## src/rtl/rxr_pkg.sv

```systemverilog
// Shared types and descriptor field positions for the receive ring engine.
package rxr_pkg;
    typedef enum logic [2:0] {
        ST_STOP  = 3'd0,
        ST_FETCH = 3'd1,
        ST_WAIT  = 3'd2,
        ST_STORE = 3'd3,
        ST_SUSP  = 3'd4,
        ST_CLOSE = 3'd5
    } rxr_state_e;

    localparam int OWN_BIT    = 31;
    localparam int WRAP_BIT   = 25;
    localparam int ES_BIT     = 15;
    localparam int LAST_BIT   = 8;
    localparam int DESC_BYTES = 16;

    // Build the status word returned to the host.
    function automatic logic [31:0] make_status(input logic [14:0] len, input logic es);
        logic [31:0] w;
        w = '0;
        w[30:16] = len;
        w[ES_BIT] = es;
        w[LAST_BIT] = 1'b1;
        return w;
    endfunction
endpackage

```

## src/rtl/rxr_ctrl.sv

```systemverilog
// Descriptor sequencer: fetches descriptors, gates the receive stream,
// writes the status word back and advances or wraps the ring pointer.
// Assumes one read in flight at a time and rd_valid one cycle after issue.
module rxr_ctrl
    import rxr_pkg::*;
#(
    parameter int AW = 32,
    parameter int SW = 11
) (
    input  logic          clk,
    input  logic          rst_n,
    input  logic          run,
    input  logic [AW-1:0] ring_base,
    input  logic          rx_valid,
    input  logic          rx_last,
    input  logic          rd_valid,
    input  logic [31:0]   rd_data,
    input  logic [14:0]   frame_len,
    input  logic          frame_es,
    output rxr_state_e    state,
    output logic          rx_ready,
    output logic          accept,
    output logic          pk_clr,
    output logic [SW-1:0] buf_size,
    output logic [AW-1:0] buf_addr,
    output logic          ct_req,
    output logic          ct_we,
    output logic [AW-1:0] ct_addr,
    output logic [31:0]   ct_wdata,
    output logic          drop_pulse
);
    logic [AW-1:0] ptr;
    logic [1:0]    fidx;
    logic          pend;
    logic          own_q;
    logic          wrap_q;
    logic [AW-1:0] bufp_q;
    logic          drop_mid;
    logic          in_frame_st;

    // Stream gating derived from the state.
    always_comb begin
        in_frame_st = (state == ST_WAIT) || (state == ST_STORE);
        rx_ready    = in_frame_st || (state == ST_SUSP);
        accept      = rx_valid && in_frame_st;
        pk_clr      = !in_frame_st;
        buf_size    = buf_size_q;
        buf_addr    = {bufp_q[AW-1:2], 2'b00};
    end

    logic [SW-1:0] buf_size_q;

    // Memory request for descriptor reads and the status writeback.
    always_comb begin
        ct_req   = ((state == ST_FETCH) && !pend) || (state == ST_CLOSE);
        ct_we    = (state == ST_CLOSE);
        ct_addr  = (state == ST_CLOSE) ? ptr : ptr + AW'({fidx, 2'b00});
        ct_wdata = make_status(frame_len, frame_es);
    end

    // Main sequencing state machine.
    always_ff @(posedge clk) begin
        if (!rst_n) begin
            state      <= ST_STOP;
            ptr        <= '0;
            fidx       <= '0;
            pend       <= 1'b0;
            own_q      <= 1'b0;
            wrap_q     <= 1'b0;
            bufp_q     <= '0;
            buf_size_q <= '0;
            drop_mid   <= 1'b0;
        end else begin
            case (state)
                ST_STOP: begin
                    ptr  <= ring_base;
                    fidx <= '0;
                    pend <= 1'b0;
                    if (run) state <= ST_FETCH;
                end
                ST_FETCH: begin
                    if (pend && rd_valid) begin
                        pend <= 1'b0;
                        case (fidx)
                            2'd0: begin
                                own_q <= rd_data[OWN_BIT];
                                if (rd_data[OWN_BIT]) fidx <= 2'd1;
                                else state <= ST_SUSP;
                            end
                            2'd1: begin
                                buf_size_q <= rd_data[SW-1:0];
                                wrap_q     <= rd_data[WRAP_BIT];
                                fidx       <= 2'd2;
                            end
                            default: begin
                                bufp_q <= rd_data[AW-1:0];
                                fidx   <= 2'd0;
                                state  <= ST_WAIT;
                            end
                        endcase
                    end else if (!pend) begin
                        pend <= 1'b1;
                    end
                end
                ST_WAIT: begin
                    if (accept) state <= rx_last ? ST_CLOSE : ST_STORE;
                    else if (!run) state <= ST_STOP;
                end
                ST_STORE: begin
                    if (accept && rx_last) state <= ST_CLOSE;
                end
                ST_CLOSE: begin
                    ptr   <= wrap_q ? ring_base : ptr + AW'(DESC_BYTES);
                    fidx  <= '0;
                    own_q <= 1'b0;
                    state <= run ? ST_FETCH : ST_STOP;
                end
                ST_SUSP: begin
                    if (rx_valid) begin
                        if (rx_last) begin
                            drop_mid <= 1'b0;
                            state    <= run ? ST_FETCH : ST_STOP;
                        end else begin
                            drop_mid <= 1'b1;
                        end
                    end else if (!drop_mid) begin
                        state <= run ? ST_FETCH : ST_STOP;
                    end
                end
                default: state <= ST_STOP;
            endcase
        end
    end

    // One-cycle flag after a discarded frame ends.
    always_ff @(posedge clk) begin
        if (!rst_n) drop_pulse <= 1'b0;
        else        drop_pulse <= (state == ST_SUSP) && rx_valid && rx_last;
    end

    p_close_after_last_r6: assert property (@(posedge clk) disable iff (!rst_n)
        accept && rx_last |=> state == ST_CLOSE);
    p_drop_leaves_susp_r3: assert property (@(posedge clk) disable iff (!rst_n)
        drop_pulse |-> (state == ST_FETCH) || (state == ST_STOP));
    p_owned_before_data_r3: assert property (@(posedge clk) disable iff (!rst_n)
        in_frame_st |-> own_q);
    p_wrap_to_base_r9: assert property (@(posedge clk) disable iff (!rst_n)
        (state == ST_CLOSE) && wrap_q |=> ptr == $past(ring_base));
    p_step_next_r9: assert property (@(posedge clk) disable iff (!rst_n)
        (state == ST_CLOSE) && !wrap_q |=> ptr == $past(ptr) + AW'(DESC_BYTES));
    p_stop_holds_r10: assert property (@(posedge clk) disable iff (!rst_n)
        (state == ST_STOP) && !run |=> state == ST_STOP);
endmodule

```

## src/rtl/rxr_packer.sv

```systemverilog
// Byte-to-word packer: places frame bytes in little-endian lanes, limits
// stores to the buffer size and keeps the frame length and error summary.
// Assumes the buffer pointer is word aligned; cleared between frames.
module rxr_packer #(
    parameter int AW = 32,
    parameter int SW = 11,
    parameter int CW = 16
) (
    input  logic          clk,
    input  logic          rst_n,
    input  logic          clr,
    input  logic          accept,
    input  logic [7:0]    byte_in,
    input  logic          last,
    input  logic          err,
    input  logic [SW-1:0] buf_size,
    input  logic [AW-1:0] buf_addr,
    output logic          pk_req,
    output logic [AW-1:0] pk_addr,
    output logic [31:0]   pk_wdata,
    output logic [3:0]    pk_be,
    output logic [14:0]   frame_len,
    output logic          frame_es
);
    localparam logic [CW-1:0] LEN_CAP = CW'(32767);

    logic [CW-1:0] cnt;
    logic [31:0]   wacc;
    logic [3:0]    bacc;
    logic          trunc;
    logic          errf;
    logic [1:0]    lane;
    logic          in_buf;
    logic          flush;
    logic [CW-1:0] size_ext;
    logic [31:0]   word_n;
    logic [3:0]    be_n;

    // Merge the incoming byte into its lane.
    always_comb begin
        lane     = cnt[1:0];
        size_ext = CW'(buf_size);
        in_buf   = cnt < size_ext;
        flush    = (lane == 2'd3) || last || ((cnt + CW'(1)) == size_ext);
        word_n   = wacc;
        be_n     = bacc;
        for (int l = 0; l < 4; l++) begin
            if (lane == 2'(l)) begin
                word_n[8*l +: 8] = byte_in;
                be_n[l]          = 1'b1;
            end
        end
    end

    // Word write request toward the memory port.
    always_comb begin
        pk_req    = accept && in_buf && flush;
        pk_addr   = buf_addr + AW'({cnt[CW-1:2], 2'b00});
        pk_wdata  = word_n;
        pk_be     = be_n;
        frame_len = (cnt > LEN_CAP) ? 15'h7FFF : cnt[14:0];
        frame_es  = trunc || errf;
    end

    // Byte count, partial word and error tracking for one frame.
    always_ff @(posedge clk) begin
        if (!rst_n || clr) begin
            cnt   <= '0;
            wacc  <= '0;
            bacc  <= '0;
            trunc <= 1'b0;
            errf  <= 1'b0;
        end else if (accept) begin
            cnt <= (&cnt) ? cnt : cnt + CW'(1);
            if (in_buf) begin
                if (flush) begin
                    wacc <= '0;
                    bacc <= '0;
                end else begin
                    wacc <= word_n;
                    bacc <= be_n;
                end
            end else begin
                trunc <= 1'b1;
            end
            if (last && err) errf <= 1'b1;
        end
    end

    p_word_aligned_r4: assert property (@(posedge clk) disable iff (!rst_n)
        pk_req |-> pk_addr[1:0] == 2'b00);
    p_count_idle_r6: assert property (@(posedge clk) disable iff (!rst_n)
        !clr && !accept |=> $stable(cnt));
    p_trunc_sticky_r5: assert property (@(posedge clk) disable iff (!rst_n)
        trunc && !clr |=> trunc);
endmodule

```

## src/rtl/rxr_port.sv

```systemverilog
// Memory port register: merges packer writes and sequencer accesses into
// one registered request. Assumes the memory accepts every request.
module rxr_port #(
    parameter int AW = 32
) (
    input  logic          clk,
    input  logic          rst_n,
    input  logic          pk_req,
    input  logic [AW-1:0] pk_addr,
    input  logic [31:0]   pk_wdata,
    input  logic [3:0]    pk_be,
    input  logic          ct_req,
    input  logic          ct_we,
    input  logic [AW-1:0] ct_addr,
    input  logic [31:0]   ct_wdata,
    output logic          mem_req,
    output logic          mem_we,
    output logic [AW-1:0] mem_addr,
    output logic [31:0]   mem_wdata,
    output logic [3:0]    mem_be
);
    // Register the selected request.
    always_ff @(posedge clk) begin
        if (!rst_n) begin
            mem_req   <= 1'b0;
            mem_we    <= 1'b0;
            mem_addr  <= '0;
            mem_wdata <= '0;
            mem_be    <= '0;
        end else begin
            mem_req <= pk_req || ct_req;
            if (pk_req) begin
                mem_we    <= 1'b1;
                mem_addr  <= pk_addr;
                mem_wdata <= pk_wdata;
                mem_be    <= pk_be;
            end else begin
                mem_we    <= ct_we;
                mem_addr  <= ct_addr;
                mem_wdata <= ct_wdata;
                mem_be    <= ct_we ? 4'hF : 4'h0;
            end
        end
    end

    p_one_master_r8: assert property (@(posedge clk) disable iff (!rst_n)
        !(pk_req && ct_req));
endmodule

```

## src/rtl/rx_ring_dma.sv

```systemverilog
// Top of the receive descriptor ring engine: sequencer, packer and
// memory port register. Memory has fixed one-cycle read latency, no stall.
module rx_ring_dma
    import rxr_pkg::*;
#(
    parameter int AW = 32,
    parameter int SW = 11,
    parameter int CW = 16
) (
    input  logic          clk,
    input  logic          rst_n,
    input  logic          cfg_run,
    input  logic [AW-1:0] cfg_ring_base,
    input  logic          rx_valid,
    input  logic [7:0]    rx_data,
    input  logic          rx_last,
    input  logic          rx_err,
    output logic          rx_ready,
    output logic          rx_drop,
    output logic [2:0]    rx_state,
    output logic          mem_req,
    output logic          mem_we,
    output logic [AW-1:0] mem_addr,
    output logic [31:0]   mem_wdata,
    output logic [3:0]    mem_be,
    input  logic [31:0]   mem_rdata,
    input  logic          mem_rvalid
);
    rxr_state_e    state;
    logic          accept, pk_clr;
    logic [SW-1:0] buf_size;
    logic [AW-1:0] buf_addr;
    logic          ct_req, ct_we;
    logic [AW-1:0] ct_addr;
    logic [31:0]   ct_wdata;
    logic          pk_req;
    logic [AW-1:0] pk_addr;
    logic [31:0]   pk_wdata;
    logic [3:0]    pk_be;
    logic [14:0]   frame_len;
    logic          frame_es;

    assign rx_state = state;

    rxr_ctrl #(.AW(AW), .SW(SW)) u_ctrl (
        .clk(clk), .rst_n(rst_n), .run(cfg_run), .ring_base(cfg_ring_base),
        .rx_valid(rx_valid), .rx_last(rx_last),
        .rd_valid(mem_rvalid), .rd_data(mem_rdata),
        .frame_len(frame_len), .frame_es(frame_es),
        .state(state), .rx_ready(rx_ready), .accept(accept), .pk_clr(pk_clr),
        .buf_size(buf_size), .buf_addr(buf_addr),
        .ct_req(ct_req), .ct_we(ct_we), .ct_addr(ct_addr), .ct_wdata(ct_wdata),
        .drop_pulse(rx_drop)
    );

    rxr_packer #(.AW(AW), .SW(SW), .CW(CW)) u_pack (
        .clk(clk), .rst_n(rst_n), .clr(pk_clr), .accept(accept),
        .byte_in(rx_data), .last(rx_last), .err(rx_err),
        .buf_size(buf_size), .buf_addr(buf_addr),
        .pk_req(pk_req), .pk_addr(pk_addr), .pk_wdata(pk_wdata), .pk_be(pk_be),
        .frame_len(frame_len), .frame_es(frame_es)
    );

    rxr_port #(.AW(AW)) u_port (
        .clk(clk), .rst_n(rst_n),
        .pk_req(pk_req), .pk_addr(pk_addr), .pk_wdata(pk_wdata), .pk_be(pk_be),
        .ct_req(ct_req), .ct_we(ct_we), .ct_addr(ct_addr), .ct_wdata(ct_wdata),
        .mem_req(mem_req), .mem_we(mem_we), .mem_addr(mem_addr),
        .mem_wdata(mem_wdata), .mem_be(mem_be)
    );
endmodule

```

## config.mk

```make
export PLATFORM = sky130hd
export DESIGN_NAME = rx_ring_dma
export DESIGN_NICKNAME = d
export VERILOG_FILES = /design/src/rtl/rxr_pkg.sv /design/src/rtl/rxr_ctrl.sv /design/src/rtl/rxr_packer.sv /design/src/rtl/rxr_port.sv /design/src/rtl/rx_ring_dma.sv
export SDC_FILE = /design/constraint.sdc
export NUM_CORES = 1
export LEC_CHECK = 0
export CAP_MARGIN = 20
export CELL_PAD_IN_SITES_DETAIL_PLACEMENT = 0
export CELL_PAD_IN_SITES_GLOBAL_PLACEMENT = 1
export CORE_MARGIN = 3
export CORE_UTILIZATION = 44
export DETAILED_ROUTE_END_ITERATION = 8
export GPL_ROUTABILITY_DRIVEN = 0
export PLACE_DENSITY = 0.88
export RECOVER_POWER = 50
export SLEW_MARGIN = 20
export SYNTH_ARGS = -nofsm -noshare
export SYNTH_HDL_FRONTEND = slang
export SYNTH_SLANG_ARGS = --single-unit
```

## constraint.sdc

```tcl
create_clock -name clk -period 5 [get_ports clk]
set_input_delay 1 -clock clk [delete_from_list [all_inputs] [get_ports clk]]
set_output_delay 1 -clock clk [all_outputs]
set_load 0.03 [all_outputs]
```

==> After elaboration in Yosys (flattened, before gate mapping) <==
Cells that the tools add are included.
Widths: inputs -> output; s select.
{ "op_classes": {"add_sub_neg": 4, "n_lt_le_gt_ge": 2, "eq_ne": 19, "mux": 39, "bitwise": 3, "n_reduce_logical": 39} }
{ "op_table": {"columns": ["op", "n"], "rows": [
  ["$mux 32", 4],
  ["$pmux 32 s2", 1],
  ["$add 32x16->32", 1],
  ["$add 32x4->32", 1],
  ["$add 32x5->32 const B", 1],
  ["$mux 8", 4],
  ["$mux 31", 1],
  ["$mux 3", 10],
  ["$pmux 3 s6", 1],
  ["$add 16x1->16 const B", 1],
  ["$eq 16x11->1", 1],
  ["$gt 16x15->1 const B", 1],
  ["$lt 16x11->1", 1],
  ["$reduce_and 16->1", 1],
  ["$mux 15", 1],
  ["$mux 4", 3],
  ["$ne 3x3->1 const B", 4],
  ["$reduce_and 2->1", 6],
  ["$logic_and 1x1->1", 9],
  ["$reduce_and 3->1", 3],
  ["$logic_or 1x1->1", 8],
  ["$mux 1", 8],
  ["$ne 2x2->1 const B", 4],
  ["$pmux 2 s2", 2],
  ["16 further kinds", 29]
]} }
{ "totals": {"reg_bits": 208, "in_bits": 79, "output_inout_bits": 75, "wordCells": 126} }

==> Logic depth before layout (Yosys ltp) <==
{ "logic_depth": {"word_depth": 6, "mapped_depth": 12, "ltp_nobuf": 9} }

==> Hierarchy <==
Synthesis repeated with hierarchy kept, for this count alone.
{ "hier_totals": {"hier_cells": 1350, "hier_area_um2": 11737.5} }
{ "modules_own_cells": {"columns": ["module", "instances", "cells_per_inst", "area_each_um2", "seq_area_each_um2"], "rows": [
  ["rxr_ctrl", 1, 612, 4704.5, 1641.6],
  ["rxr_packer", 1, 514, 4385.5, 1081.0],
  ["rxr_port", 1, 224, 2647.5, 1401.3]
]} }

==> Worst setup path before layout <==
Ideal clock, no wire load.
{ "synth_path": {"path_type": "reg2reg", "from": "register u_pack.cnt[0]", "to": "register u_port.mem_wdata[24]", "setup_time_ps": 136, "arrival_ps": 2845, "required_ps": 4864, "slack_ps": 2019, "path_stages_with_launch": 11, "n_path_buf": 2, "period_less_slack_ps": 2981, "cell_sequence": "dfxtp_1 -> ha_1 -> clkbuf_1 -> nand3_1 -> nor4_1 -> mux2i_1 -> nand4_1 -> o31a_1 -> buf_4 -> a2111oi_0 -> a211oi_1"} }
{ "synth_via": {"elab_chain_len": 5, "word_cells_on_any_way": 12, "classes_between": "1 x add/sub; 2 x order compare; 2 x eq/ne; 3 x mux; 4 x reduce/logical"} }
{ "synth_lines": {"columns": ["element", "line", "text"], "rows": [
  ["start: declaration", "rxr_packer.sv:27", "logic [CW-1:0] cnt;"],
  ["start signal: assignment", "rxr_packer.sv:74", "cnt <= (&cnt) ? cnt : cnt + CW'(1);"],
  ["$add 16x1->16 / $eq 2x2->1 (equally long branches)", "rxr_packer.sv:44, rxr_packer.sv:48", null],
  ["$eq 16x11->1 / $logic_or 1x1->1 (equally long branches)", "rxr_packer.sv:44", "flush = (lane == 2'd3) || last || ((cnt + CW'(1)) == size_ext);"],
  ["$logic_or 1x1->1", "rxr_packer.sv:44", null],
  ["$logic_and 1x1->1", "rxr_packer.sv:57", "pk_req = accept && in_buf && flush;"],
  ["$mux 31 (*)", "rxr_port.sv:32", "if (pk_req) begin"],
  ["end signal: assignment", "rxr_port.sv:35", "mem_wdata <= pk_wdata;"],
  ["end signal: assignment", "rxr_port.sv:40", "mem_wdata <= ct_wdata;"],
  ["end: declaration", "rxr_port.sv:19", "output logic [31:0] mem_wdata,"]
]} }
Mark *: on every way between the ends. The rest lies on a longest branch, timed or not.
A chain may end at the register's enable or synchronous reset.

==> flow_metrics.env <==
export IMPL_wirelength_mm=33.13
export IMPL_ys_seq_elements=206
export IMPL_path_clk_slew_ps=70
export IMPL_drc_errors=0
export IMPL_yosysTopAreaCellShare=0.3798
export IMPL_rows=56
export IMPL_viasPerCell=5.780
export IMPL_wl_per_cell_um=18.60
export IMPL_synth_common_cells="dfxtp_1 (206), nand2_1 (172), nor2_1 (115), a21oi_1 (103), clkbuf_1 (77)"
export IMPL_postCtsHoldBufs=0
export IMPL_cellPowerDensity_nw_per_um2=392.5
export IMPL_track_usage=0.2401
export IMPL_die_h_um=163.1
export IMPL_power_frac_seq=0.401
export IMPL_grt_pass1_wl_mm=51.64
export IMPL_worst_pin_slew_ps=1341
export IMPL_slew_viol_final=0
export IMPL_syn_inst=1349
export IMPL_worst_path_max_fanout=56
export IMPL_clock_skew_ps=14.34
export IMPL_setup_viol=0
export IMPL_setup_tns_ps=0
export IMPL_synth_edf_count=0
export IMPL_diodes=0
export IMPL_status="completed"
export IMPL_grt_max_degree=57
export IMPL_synthDistinctLibCells=74
export IMPL_synth_adder_area_share=0.04056
export IMPL_crit_type="in -> reg"
export IMPL_power_switching_mw=1.820
export IMPL_crit_path_start_kind="input pin"
export IMPL_cp_arrival_ps=4620
export IMPL_core_area_sq_um=23890
export IMPL_boundaryPins=154
export IMPL_nFillCells=2258
export IMPL_end_kind="flop"
export IMPL_cts_buffers=23
export IMPL_hold_path_class="reg -> reg"
export IMPL_peakVddDrop_mv=0.2286
export IMPL_start_util=0.4544
export IMPL_grt_overflow_total=0
export IMPL_grt_pass1_vias=9319
export IMPL_multi_input_area_sq_um=6186
export IMPL_cts_tree="done"
export IMPL_clock_latency_ps=520
export IMPL_dieArea_sq_um=26600
export IMPL_cts_buffer_depth=3
export IMPL_comb_power_share=0.273
export IMPL_num_vias=10290
export IMPL_final_cell_area_sq_um=13260
export IMPL_yosysSeqAreaShare=0.3798
export IMPL_ys_warn_count=0
export IMPL_syn_cell_area_sq_um=10860
export IMPL_rsz0062_at_grt="false"
export IMPL_synthXorXnorAreaFrac=0.06050
export IMPL_hold_viol_final=0
export IMPL_die_w_um=163.1
export IMPL_leakage_nw=4.939
export IMPL_place_area_sq_um=12510
export IMPL_nNetsFinal=1559
export IMPL_max_freq_mhz=239.9
export IMPL_fin_crit_ps=4169
export IMPL_finalCritPeriodShare=0.8338
export IMPL_syn_to_final_growth_pct=22.14
export IMPL_final_util=0.5550
export IMPL_dp_hpwl_mm=24.15
export IMPL_yosys_area_top_type="dfxtp_1"
export IMPL_ys_top_cells_by_area="dfxtp_1 (38%), nand2_1 (5.9%), a21oi_1 (4.7%), nor2_1 (4.0%), ha_1 (3.7%)"
export IMPL_cts_resized=0
export IMPL_antenna_found_initial=0
export IMPL_postRouteAntennaNets=0
export IMPL_root_buffer="clkbuf_16"
export IMPL_drt_iter0_markers=961
export IMPL_max_cap_violations=0
export IMPL_synth_most_common_cell="dfxtp_1"
export IMPL_syn_nets=1462
export IMPL_io_buffers=153
export IMPL_cts_sinks=206
export IMPL_worstPathRequired_ps=5450
export IMPL_synthSimpleGateAreaFrac=0.2300
export IMPL_synth_flop_cell="dfxtp_1"
export IMPL_clock_power_share=0.326
export IMPL_htree_levels=1
export IMPL_internal_power_mw=3.384
export IMPL_postCtsSetupBuffers=0
export IMPL_drive_above_1_share=0.05677
export IMPL_muxShareOfSynthArea=0.02869
export IMPL_seqCellArea_sq_um=4124
export IMPL_synth_avg_cell_area_sq_um=8.049
export IMPL_drtPass1Iterations=7
export IMPL_synth_top_family_by_area="simple AND/OR/NAND/NOR gates"
export IMPL_switching_share=0.3497
export IMPL_async_flop_share=0
export IMPL_max_slew_margin_rel=0.1009
export IMPL_synth_compound_area_share=0.2083
## worst max-delay path, cell delays in order
cell and delay, ps:
dlygate4sd3_1 810, clkinvlp_2 1190, clkbuf_2 930, a31o_2 510, mux2i_1 130
## area by class of cell
class,instances,area share
sequential,206,0.3110
tap,319,0.03010
clock buffer,29,0.04812
multi-input combinational,1004,0.4665
inverter,45,0.01283
timing repair buffer,166,0.1221
clock inverter,12,0.009435
## kinds of logic after synthesis
kind of cell	after synthesis
flip-flops	206
XOR/XNOR	75
multiplexers	30
AND/OR/NAND/NOR	518
buffers and inverters	139
AO/OA/AOI/OAI	347
adder cells (fa/ha/maj)	34
## path summary, 6_finish.rpt
| kind | slack [ps] | depth (start not counted) | from | endpoint |
|---|---|---|---|---|
| setup reg to reg | 930 | 9 | u_pack.cnt[0] | u_pack.wacc[5] |
| setup / recovery | 830 | 5 | rst_n | u_port.mem_addr[19] |
| hold / removal | 450 | 2 | u_pack.wacc[7] | u_pack.wacc[7] |
| hold reg to reg | 450 | 2 | u_pack.wacc[7] | u_pack.wacc[7] |
## metal layers
metal | global-route usage | vias to the layer above | share of wire | wire, um
met1 | 0.3596 | 4856 | 0.47 | 15680
met3 | 0.03170 | 38 | 0.066 | 2201
met4 | 0.05306 | 0 | 0.020 | 665
met2 | 0.3689 | 382 | 0.44 | 14580
met5 | 0 | - | 0 | 0
li1 | - | 5018 | - | -
## sequential cells by signal (all words and copies together) (netlist names)
name / flops
u_port.mem_req: 1
u_ctrl.fidx: 2
u_ctrl.drop_mid: 1
u_ctrl.wrap_q: 1
u_ctrl.ptr: 32
u_ctrl.drop_pulse: 1
u_pack.wacc: 32
u_pack.errf: 1
u_ctrl.pend: 1
u_port.mem_addr: 32
u_port.mem_be: 4
u_port.mem_we: 1
u_ctrl.bufp_q: 30
u_pack.bacc: 4
u_ctrl.state: 3
u_ctrl.buf_size: 11
u_pack.cnt: 16
u_port.mem_wdata: 32
u_pack.trunc: 1
## metrics by stage
step / power (mW) / instances / hold slack [ps] / worst slack [ps]
6_report: 5.204 / 1781 / 453.0 / 830.8
5_1_grt: 5.450 / 1781 / 467.8 / 604.8
4_1_cts: 5.248 / 1781 / 452.0 / 967.8
3_5_place_dp: 3.543 / 1740 / 443.0 / 1004
3_3_place_gp: 3.524 / 1740 / 438.3 / 1155
2_1_floorplan: 2.990 / 1349 / 429.3 / 2019
## cells in the final DEF (no fill, tap or decap), types with 9 or more instances in the layout
cell type and instances:
a211oi_1 33, a21oi_1 103, a22o_1 12, a311oi_1 11, a31oi_1 13, and2_1 10, and3_1 24, and4_1 11
buf_4 10, clkbuf_16 23, clkdlybuf4s50_1 81, dfxtp_1 206, dlygate4sd3_1 72, ha_1 32, inv_1 44, mux2_2 9
mux2i_1 21, nand2_1 172, nand3_1 47, nand4_1 21, nor2_1 115, nor2b_1 20, nor3_1 41, nor4_1 12
o21ai_0 70, o22ai_1 27, xnor2_1 45, xor2_1 30
## power by group through the flow
stage / registers [mW] / clock network, mW / logic [mW]
floorplan: 2.16 / 0 / 0.835
global placement: 2.12 / 0 / 1.41
detailed placement: 2.12 / 0 / 1.43
CTS: 2.08 / 1.73 / 1.43
global route: 2.11 / 1.80 / 1.54
finish: 2.09 / 1.70 / 1.42
No activity file was read; power rests on OpenSTA's default activity.
